===== src/rtl/porst_seq_pkg.sv =====
// Package: shared types for the power-up reset sequencer.
// Assumes nothing beyond IEEE 1800-2017 enum support.
package porst_seq_pkg;

    // Sequencer phases; any phase other than SQ_RUN holds the core.
    typedef enum logic [2:0] {
        SQ_IDLE = 3'd0,   // after logic reset, waiting for a power-on pulse
        SQ_POR  = 3'd1,   // power-on pulse present
        SQ_PWRT = 3'd2,   // counting RC ticks
        SQ_OST  = 3'd3,   // counting main clock cycles
        SQ_RUN  = 3'd4,   // core released
        SQ_CLR  = 3'd5    // external clear holding the core
    } seq_state_t;

    // Oscillator mode code that selects the RC oscillator (no start-up delay).
    localparam logic [1:0] OSC_MODE_RC = 2'b11;

endpackage : porst_seq_pkg


===== src/rtl/porst_sync.sv =====
// Module: multi-flop synchronizer for asynchronous single-bit inputs.
// Assumes STAGES >= 2 and that the input changes slowly relative to clk.
module porst_sync #(
    parameter int   STAGES  = 2,
    parameter logic RST_VAL = 1'b0
) (
    input  logic clk,
    input  logic rst_n,
    input  logic d_i,
    output logic q_o
);

    logic [STAGES-1:0] chain;

    // Shift the asynchronous input through the flop chain.
    always_ff @(posedge clk) begin
        if (!rst_n) begin
            chain <= {STAGES{RST_VAL}};
        end else begin
            chain <= {chain[STAGES-2:0], d_i};
        end
    end

    assign q_o = chain[STAGES-1];

endmodule : porst_sync


===== src/rtl/porst_clr_filter.sv =====
// Module: stability filter for the synchronized external clear.
// A low level is accepted only after FILT_CYC consecutive low samples;
// a single high sample releases it. Assumes FILT_CYC >= 2.
module porst_clr_filter #(
    parameter int FILT_CYC = 16
) (
    input  logic clk,
    input  logic rst_n,
    input  logic clr_n_sync_i,
    output logic clr_act_o
);

    localparam int FW = $clog2(FILT_CYC);
    localparam logic [FW-1:0] FLAST = FW'(FILT_CYC - 1);

    logic [FW-1:0] low_cnt;

    // Count consecutive low samples and assert once the run is long enough.
    always_ff @(posedge clk) begin
        if (!rst_n) begin
            low_cnt   <= '0;
            clr_act_o <= 1'b0;
        end else if (clr_n_sync_i) begin
            low_cnt   <= '0;
            clr_act_o <= 1'b0;
        end else if (low_cnt == FLAST) begin
            clr_act_o <= 1'b1;
        end else begin
            low_cnt <= low_cnt + 1'b1;
        end
    end

endmodule : porst_clr_filter


===== src/rtl/porst_delay_cnt.sv =====
// Module: terminal-count delay counter.
// Counts step_i pulses while clr_i is low; done_o flags the step that
// completes LIMIT counts. Assumes LIMIT >= 2; clr_i returns it to zero.
module porst_delay_cnt #(
    parameter int LIMIT = 1024
) (
    input  logic clk,
    input  logic rst_n,
    input  logic clr_i,
    input  logic step_i,
    output logic done_o
);

    localparam int CW = $clog2(LIMIT);
    localparam logic [CW-1:0] CLAST = CW'(LIMIT - 1);

    logic [CW-1:0] cnt;

    // Advance on each step, wrap at the terminal count, clear when idle.
    always_ff @(posedge clk) begin
        if (!rst_n || clr_i) begin
            cnt <= '0;
        end else if (step_i) begin
            cnt <= (cnt == CLAST) ? '0 : cnt + 1'b1;
        end
    end

    assign done_o = step_i && (cnt == CLAST);

endmodule : porst_delay_cnt


===== src/rtl/porst_seq_fsm.sv =====
// Module: phase controller for the power-up reset sequence.
// Priority: power-on pulse, then filtered clear, then phase progress.
// Assumes por_i and wake_i are synchronous to clk.
module porst_seq_fsm
    import porst_seq_pkg::*;
(
    input  logic       clk,
    input  logic       rst_n,
    input  logic       por_i,
    input  logic       clr_act_i,
    input  logic       pwrt_off_i,
    input  logic [1:0] osc_mode_i,
    input  logic       wake_i,
    input  logic       pwrt_done_i,
    input  logic       ost_done_i,
    output seq_state_t state_o,
    output logic       hold_o
);

    seq_state_t state, nxt, start_ph;
    logic       por_pend;
    logic       osc_rc;

    assign osc_rc = (osc_mode_i == OSC_MODE_RC);

    // First phase after a power-on pulse, chosen from the configuration.
    always_comb begin
        if (!pwrt_off_i)  start_ph = SQ_PWRT;
        else if (!osc_rc) start_ph = SQ_OST;
        else              start_ph = SQ_RUN;
    end

    // Next-phase selection with power-on and clear taking priority.
    always_comb begin
        nxt = state;
        if (por_i) begin
            nxt = SQ_POR;
        end else if (clr_act_i && state != SQ_IDLE) begin
            nxt = SQ_CLR;
        end else begin
            case (state)
                SQ_IDLE: nxt = SQ_IDLE;
                SQ_POR:  nxt = start_ph;
                SQ_PWRT: if (pwrt_done_i) nxt = osc_rc ? SQ_RUN : SQ_OST;
                SQ_OST:  if (ost_done_i)  nxt = SQ_RUN;
                SQ_RUN:  if (wake_i && !osc_rc) nxt = SQ_OST;
                SQ_CLR:  nxt = por_pend ? start_ph : SQ_RUN;
                default: nxt = SQ_IDLE;
            endcase
        end
    end

    // Phase register and registered hold output.
    always_ff @(posedge clk) begin
        if (!rst_n) begin
            state  <= SQ_IDLE;
            hold_o <= 1'b1;
        end else begin
            state  <= nxt;
            hold_o <= (nxt != SQ_RUN);
        end
    end

    // Remember an unfinished power-on sequence so a clear restarts it.
    always_ff @(posedge clk) begin
        if (!rst_n) begin
            por_pend <= 1'b0;
        end else if (por_i) begin
            por_pend <= 1'b1;
        end else if (nxt == SQ_RUN) begin
            por_pend <= 1'b0;
        end
    end

    assign state_o = state;

endmodule : porst_seq_fsm


===== src/rtl/porst_seq.sv =====
// Module: power-up reset timing sequencer (top).
// Holds the core while a power-up delay (RC ticks) and a start-up delay
// (main clock cycles) run, and while a filtered external clear is low.
// Assumes rc_clk_i is much slower than clk; ext_clr_n_i is asynchronous.
module porst_seq
    import porst_seq_pkg::*;
#(
    parameter int PWRT_COUNT  = 1024,
    parameter int OST_COUNT   = 1024,
    parameter int CLR_FILTER  = 16,
    parameter int SYNC_STAGES = 2
) (
    input  logic       clk,
    input  logic       rst_n,
    input  logic       por_i,
    input  logic       ext_clr_n_i,
    input  logic       pwrt_off_i,
    input  logic [1:0] osc_mode_i,
    input  logic       rc_clk_i,
    input  logic       wake_i,
    output logic       core_hold_o
);

    logic       rc_sync, rc_prev, rc_rise;
    logic       clr_sync, clr_act;
    logic       pwrt_done, ost_done;
    seq_state_t state;

    // Bring the RC oscillator into the clk domain.
    porst_sync #(.STAGES(SYNC_STAGES), .RST_VAL(1'b0)) i_rc_sync (
        .clk(clk), .rst_n(rst_n), .d_i(rc_clk_i), .q_o(rc_sync)
    );

    // Bring the clear pin into the clk domain (idle high).
    porst_sync #(.STAGES(SYNC_STAGES), .RST_VAL(1'b1)) i_clr_sync (
        .clk(clk), .rst_n(rst_n), .d_i(ext_clr_n_i), .q_o(clr_sync)
    );

    // Delay the synchronized RC level by one cycle for edge detection.
    always_ff @(posedge clk) begin
        if (!rst_n) rc_prev <= 1'b0;
        else        rc_prev <= rc_sync;
    end

    assign rc_rise = rc_sync & ~rc_prev;

    porst_clr_filter #(.FILT_CYC(CLR_FILTER)) i_filt (
        .clk(clk), .rst_n(rst_n), .clr_n_sync_i(clr_sync), .clr_act_o(clr_act)
    );

    porst_delay_cnt #(.LIMIT(PWRT_COUNT)) i_pwrt_cnt (
        .clk(clk), .rst_n(rst_n), .clr_i(state != SQ_PWRT),
        .step_i(rc_rise), .done_o(pwrt_done)
    );

    porst_delay_cnt #(.LIMIT(OST_COUNT)) i_ost_cnt (
        .clk(clk), .rst_n(rst_n), .clr_i(state != SQ_OST),
        .step_i(1'b1), .done_o(ost_done)
    );

    porst_seq_fsm i_fsm (
        .clk(clk), .rst_n(rst_n), .por_i(por_i), .clr_act_i(clr_act),
        .pwrt_off_i(pwrt_off_i), .osc_mode_i(osc_mode_i), .wake_i(wake_i),
        .pwrt_done_i(pwrt_done), .ost_done_i(ost_done),
        .state_o(state), .hold_o(core_hold_o)
    );

endmodule : porst_seq


===== config.mk =====
export PLATFORM = sky130hd
export DESIGN_NAME = porst_seq
export DESIGN_NICKNAME = d
export VERILOG_FILES = /design/src/rtl/porst_seq_pkg.sv /design/src/rtl/porst_sync.sv /design/src/rtl/porst_clr_filter.sv /design/src/rtl/porst_delay_cnt.sv /design/src/rtl/porst_seq_fsm.sv /design/src/rtl/porst_seq.sv
export SDC_FILE = /design/constraint.sdc
export NUM_CORES = 1
export LEC_CHECK = 0
export BUFFER_PORTS_ARGS = -buffer_cell sky130_fd_sc_hd__buf_2
export CAP_MARGIN = 5
export CORE_ASPECT_RATIO = 0.5
export CORE_MARGIN = 4
export CORE_UTILIZATION = 52
export CTS_CLUSTER_DIAMETER = 150
export CTS_CLUSTER_SIZE = 10
export DETAILED_ROUTE_END_ITERATION = 8
export MAX_ROUTING_LAYER = met4
export PLACE_DENSITY = 0.72
export RECOVER_POWER = 25
export REMOVE_ABC_BUFFERS = 1
export SLEW_MARGIN = 20
export SYNTH_ARGS = -nofsm -noshare
export SYNTH_HDL_FRONTEND = slang
export SYNTH_SLANG_ARGS = --single-unit

===== constraint.sdc =====
create_clock -name clk -period 1.7 [get_ports clk]
set_input_delay 0.085 -clock clk [delete_from_list [all_inputs] [get_ports clk]]
set_output_delay 0.085 -clock clk [all_outputs]
set_load 0.01 [all_outputs]

==> flow_summary.json, run 1 <==
{
  "outcome": "completed",
  "vias_per_cell": 5.43,
  "start_util": 0.570,
  "drt-total-wl_um": 3120,
  "grt-ovfl-total": 0,
  "yosysTopAreaCell": "dfxtp_1",
  "synth_area_um2": 1550,
  "whs_path_depth": 2,
  "rows": 13,
  "post_drt_wl_per_cell_um": 12.5,
  "fin_total_pwr_w": 0.00152,
  "cp.depth": 5,
  "cts_root_buf": "clkbuf_8",
  "worstPathArrival_ns": 1.83,
  "yosysUniqueCellTypes": 40,
  "max-slew-margin-rel": 0.677,
  "ys_async_sr_fraction": 0,
  "dieHeight_um": 46.6,
  "syn_avg_cell_area_um2": 8.85,
  "grt_pass1_vias": 1257,
  "placed_cell_area_um2": 1800,
  "path_class": "reg2reg",
  "yosysWarnings": 0,
  "diodes": 0,
  "first_pass_iters": 5,
  "worstHoldPathType": "in2reg",
  "htree_levels": 2,
  "final.setup.tns_ns": 0,
  "clkLatencyLatePin_ns": 0.28,
  "fin_ws_ns": 0.0246,
  "cts_buffers": 5,
  "cp_slowest_cell": "dfxtp_1",
  "drv_slew": 0,
  "ys_ff_latch": 35,
  "grt_pass1_wl_um": 5350,
  "rsz0062_at_grt": "yes",
  "syn_inst": 175,
  "routed-wl-met3_um": 144,
  "dpl.cell_count": 242,
  "num-fill-cells": 223,
  "die_x_um": 85.2,
  "p_per_area_nw_per_um2": 780,
  "end_kind": "register",
  "post-route-drc-count": 0,
  "final_cell_area_um2": 1950,
  "yosysTopAreaCellShare": 0.452,
  "core-area_um2": 2720,
  "cp_max_fo": 7,
  "synth_edf_count": 0,
  "dr.max_layer_used": "met4",
  "path_buf_inv": 0,
  "postCtsSetupRepairBufs": 0,
  "drt-initial-drc-count": 90,
  "min_period_ns": 1.68,
  "antenna_found_initial": 0,
  "fmax_ghz": 0.597,
  "synthFlopType": "dfxtp_1",
  "crit_chain": "nor3_1 -> a311o_1 -> o21ai_0 -> o2111ai_1 -> or3_1",
  "dp_slack_ns": -0.125,
  "grt_max_degree": 12,
  "finalCritPeriodShare": 0.986,
  "cts_tree": "built",
  "slowest_delay_ns": 0.45,
  "worstPathRequired_ns": 1.86,
  "max_slew.worst_pin.slew_ns": 0.485,
  "seq_area_frac_synth": 0.452,
  "wl_met2_um": 1500,
  "synthTopCellsByArea": "dfxtp_1 45%, nor2_1 7.0%, xnor2_1 4.5%",
  "die_area_um2": 3970,
  "setup_violations": 0,
  "io_pins": 10,
  "skew_ns": 0.00773,
  "synthToLayoutAreaGrowth_pct": 25.8,
  "path_clk_slew_ns": 0.07,
  "vdd_drop_max_mv": 0.582,
  "port_buffers": 9,
  "cp_top_family": "compound AO/OA/AOI/OAI gates",
  "gp_congestion": 0.882,
  "cts_buffer_depth": 2,
  "met1_length_um": 1440,
  "power_leakage_nw": 0.731,
  "cp-start-kind": "register",
  "drive_gt1_frac": 0.249,
  "grt_use_total": 0.181,
  "dp_hpwl_um": 2180,
  "num_vias": 1357,
  "final_antenna_net_count": 0,
  "final_nets": 225,
  "hold_viol_final": 0,
  "layoutNonFillerInstCount": 250,
  "cts.sinks": 35,
  "cap_violations": 0,
  "rr_worst_depth": 5
}
## what timing repair did
| action | 4_1_cts | 5_1_grt |
|---|---|---|
| endpoints found under the setup margin | 3 | 3 |
| hold buffers | 1 | 0 |
| pin swaps | 3 | 1 |
| resized for setup | 5 | 8 |
| hold endpoints to repair | 1 | 0 |
## final timing paths
path	start	to	slack, ns
setup / recovery	i_fsm.state_o[1]$_SDFF_PN0_	i_fsm.hold_o$_SDFF_PN1_	0.02
hold reg to reg	i_clr_sync.chain[0]$_SDFF_PN1_	i_clr_sync.chain[1]$_SDFF_PN1_	0.41
hold / removal	rc_clk_i	i_rc_sync.chain[0]$_SDFF_PN0_	0.008
setup reg to reg	i_fsm.state_o[1]$_SDFF_PN0_	i_fsm.hold_o$_SDFF_PN1_	0.02
## per-layer routing
| metal | vias up | global-route usage |
|---|---|---|
| li1 | 691 | - |
| met1 | 634 | 0.201 |
| met2 | 26 | 0.323 |
| met3 | 6 | 0.0607 |
| met4 | 0 | 0.0473 |
| met5 | - | - |
## cell type report
type | instances | area (um2) | area share
Clock buffer | 6 | 82.6 | 0.0424
Clock inverter | 1 | 5.00 | 0.00257
Inverter | 7 | 26.3 | 0.0135
Multi-Input combinational cell | 132 | 866 | 0.444
Sequential cell | 35 | 704 | 0.362
Tap cell | 37 | 46.3 | 0.0238
Timing Repair Buffer | 32 | 218 | 0.112
## stage by stage
| stage | hold slack (ns) | util |
|---|---|---|
| 2_1_floorplan | 0.158 | - |
| 3_3_place_gp | 0.268 | 0.663 |
| 3_5_place_dp | 0.277 | 0.663 |
| 4_1_cts | 0.000784 | 0.707 |
| 5_1_grt | 0.000158 | 0.717 |
| 6_report | 0.00758 | 0.717 |
## cell families after synthesis
family | after synthesis | synth area share
adder cells (fa/ha/maj) | 3 | 0.0242
buffers and inverters | 8 | 0.0194
XOR/XNOR | 16 | 0.0905
multiplexers | 1 | 0.00646
flip-flops | 35 | 0.452
AND/OR/NAND/NOR | 91 | 0.313
AO/OA/AOI/OAI | 21 | 0.0945
## Yosys cell counts, drive strengths merged (2+ instances only)
library cell,count
nor3b,2
inv,7
xnor2,8
nor2b,4
o31ai,2
xor2,8
nor3,4
or2b,2
a21oi,6
o21ai,3
a31oi,2
and2,4
nand4,7
nor2,29
dfxtp,35
or3,3
nor4,2
and4,2
nand3,9
nand2b,3
nand2,15
and3b,2
ha,3
## power by group
group / internal, W / switching [W] / leakage, nW
logic: 0.0000402 / 0.0000407 / 0.399
registers: 0.000833 / 0.0000108 / 0.285
clock network: 0.000318 / 0.000277 / 0.0470
total: 0.00119 / 0.000329 / 0.731
## cell usage in the layout, fill, tap and decap left out, types with 3 or more instances in the layout
cell type  instances
a21oi_1            6
buf_2              7
buf_4             22
clkbuf_8           6
dfxtp_1           32
dfxtp_2            3
inv_1              7
nand2_1           14
nand2b_1           3
nand3_1            8
nand4_1            6
nor2_1            29
nor2b_1            3
nor3_1             4
xnor2_1            8
xor2_1             8
## flip-flops by register name, indices dropped and copies added, names as in the netlist, 2 cells and up
signal and cells:
i_ost_cnt.cnt 10, i_rc_sync.chain 2, i_fsm.state_o 3, i_clr_sync.chain 2, i_pwrt_cnt.cnt 10, i_filt.low_cnt 4
## worst register-to-register path, stage by stage, from the launching register on
cell and delay, ns:
dfxtp_1 0.45, nor3_1 0.10, a311o_1 0.34, o21ai_0 0.19, o2111ai_1 0.16, or3_1 0.33
No activity file was read; power rests on OpenSTA's default activity.
==> run 2: changes to the inputs <==
--- a/config.mk
+++ b/config.mk
@@ -5,16 +5,16 @@
 export SDC_FILE = /design/constraint.sdc
 export NUM_CORES = 1
 export LEC_CHECK = 0
-export BUFFER_PORTS_ARGS = -buffer_cell sky130_fd_sc_hd__buf_2
+export BUFFER_PORTS_ARGS = -buffer_cell sky130_fd_sc_hd__buf_4
 export CAP_MARGIN = 5
 export CORE_ASPECT_RATIO = 0.5
 export CORE_MARGIN = 4
-export CORE_UTILIZATION = 52
+export CORE_UTILIZATION = 45
 export CTS_CLUSTER_DIAMETER = 150
 export CTS_CLUSTER_SIZE = 10
 export DETAILED_ROUTE_END_ITERATION = 8
 export MAX_ROUTING_LAYER = met4
-export PLACE_DENSITY = 0.72
+export PLACE_DENSITY = 0.64
 export RECOVER_POWER = 25
 export REMOVE_ABC_BUFFERS = 1
 export SLEW_MARGIN = 20
==> constraint.sdc (replaced) <==
create_clock -name clk -period 1.7 [get_ports clk]
set_input_delay 0.085 -clock clk [delete_from_list [all_inputs] [get_ports clk]]
set_output_delay 0.085 -clock clk [all_outputs]
set_load 0.005 [all_outputs]
==> flow_summary.json, run 2 (synthesis results as in run 1) <==
{
  "cts_buffer_depth": 2,
  "fmax_ghz": 0.590,
  "p_sw_frac": 0.217,
  "final.setup.tns_ns": 0,
  "port_buffers": 9,
  "setup_violations": 0,
  "diodes": 0,
  "p_switching_w": 0.000331,
  "cp_max_fo": 2,
  "antenna_found_initial": 0,
  "pwr-share-seq": 0.552,
  "cts_buffers": 5,
  "worstHoldPathType": "in2reg",
  "hold_ws_ns": 0.0125,
  "intPower_w": 0.00120,
  "pwr-share-clk": 0.392,
  "io_pins": 10,
  "cp-start-kind": "register",
  "gp_congestion": 0.863,
  "post_drt_wl_per_cell_um": 12.1,
  "num_vias": 1305,
  "max_slew.worst_pin.slew_ns": 0.464,
  "drt-initial-drc-count": 61,
  "finalCritPeriodShare": 0.998,
  "hold_viol_final": 0,
  "end_kind": "register",
  "outcome": "completed",
  "die_area_um2": 4500,
  "skew_ns": 0.00223,
  "final_common_cell": "dfxtp_1",
  "path_clk_slew_ns": 0.07,
  "rows": 14,
  "max-slew-margin-rel": 0.691,
  "grt_pass1_vias": 1227,
  "die_x_um": 91.0,
  "start_util": 0.491,
  "fin_ws_ns": 0.00406,
  "postCtsSetupRepairBufs": 0,
  "drt-total-wl_um": 3060,
  "p_per_area_nw_per_um2": 773,
  "dp_slack_ns": -0.116,
  "drive_gt1_frac": 0.245,
  "combPwrFrac": 0.055,
  "grt_max_degree": 12,
  "htree_levels": 2,
  "first_pass_iters": 4,
  "drv_slew": 0,
  "min_period_ns": 1.70,
  "synthToLayoutAreaGrowth_pct": 27.4,
  "dieHeight_um": 49.5,
  "vias_per_cell": 5.18,
  "power_leakage_nw": 0.736,
  "rsz0062_at_grt": "yes",
  "cap_violations": 0,
  "clkLatencyLatePin_ns": 0.28,
  "layout_common_cells": "33 x dfxtp_1, 29 x nor2_1, 27 x buf_4",
  "grt_use_total": 0.152,
  "post-route-drc-count": 0,
  "reg.largest.list": "i_ost_cnt.cnt x10, i_pwrt_cnt.cnt x10, i_filt.low_cnt x4",
  "core-area_um2": 3150,
  "worstPathRequired_ns": 1.87,
  "vdd_drop_max_mv": 0.427,
  "cts_root_buf": "clkbuf_8",
  "cts_tree": "built",
  "dp_hpwl_um": 2250,
  "grt_pass1_wl_um": 5290,
  "cts.sinks": 35,
  "final_antenna_net_count": 0,
  "worstPathArrival_ns": 1.86,
  "final_nets": 224,
  "grt-ovfl-total": 0,
  "path_class": "reg2reg"
}
-- run 2: cell types whose count changed in the layout (fill, tap and decap cells not counted) --
cell	delta
o31ai_4	+1
and2_1	+1
o31ai_2	-1
dfxtp_2	-1
clkbuf_1	-1
buf_2	-7
clkbuf_4	+2
dfxtp_1	+1
buf_4	+5
and2_0	-1
-- run 2: layout make-up --
cell class                      instances  area [um2]
Timing Repair Buffer                   31         231
Inverter                                7        26.3
Multi-Input combinational cell        132         875
Sequential cell                        35         703
Clock inverter                          1        5.00
Clock buffer                            6        82.6
Fill cell                             270        1180
Tap cell                               40        50.0
-- run 2: power groups by stage --
stage	registers [W]	logic, W	clock network (W)
2_1_floorplan	0.000858	0.0000460	0
3_3_place_gp	0.000861	0.0000771	0
3_5_place_dp	0.000861	0.0000777	0
4_1_cts	0.000842	0.0000802	0.000613
5_1_grt	0.000844	0.0000951	0.000657
6_report	0.000843	0.0000844	0.000599
-- run 2: worst max-delay path, stage by stage, from the launching register on --
cell and delay (ns):
dfxtp_2 0.36, ha_4 0.15, nand3_2 0.08, or3_4 0.36, o31ai_4 0.17, o211ai_1 0.11
or3_1 0.36
-- run 2: final timing paths --
kind | startpoint | endpoint | slack [ns] | depth (start not counted)
setup / recovery | i_pwrt_cnt.cnt[0]$_SDFFE_PP0N_ | i_fsm.hold_o$_SDFF_PN1_ | 0.004 | 6
hold / removal | rc_clk_i | i_rc_sync.chain[0]$_SDFF_PN0_ | 0.01 | 2
setup reg to reg | i_pwrt_cnt.cnt[0]$_SDFFE_PP0N_ | i_fsm.hold_o$_SDFF_PN1_ | 0.004 | 6
hold reg to reg | i_clr_sync.chain[0]$_SDFF_PN1_ | i_clr_sync.chain[1]$_SDFF_PN1_ | 0.41 | 1
-- run 2: per-stage QoR --
stage / utilization / cell area [um2] / cells / total power, W
6_report: 0.626 / 1970 / 252 / 0.00153
3_5_place_dp: 0.577 / 1820 / 244 / 0.000939
3_3_place_gp: 0.577 / 1820 / 244 / 0.000938
2_1_floorplan: - / 1550 / 174 / 0.000904
4_1_cts: 0.611 / 1930 / 252 / 0.00154
5_1_grt: 0.626 / 1970 / 252 / 0.00160
-- run 2: metal layers --
layer  GRT usage  up-vias  wire length (um)
li1            -      686                 -
met1       0.183      599              1510
met2       0.234       15              1390
met3      0.0502        5               117
met4      0.0675        0                38
met5           -        -                 0
-- run 2: what timing repair did --
| action | in CTS | in global routing |
|---|---|---|
| resized for setup | 3 | 10 |
| hold endpoints to repair | 1 | 0 |
| hold buffers | 1 | 0 |
| pin swaps | 3 | 1 |
| setup endpoints to repair | 1 | 2 |
| cloned | 0 | 0 |
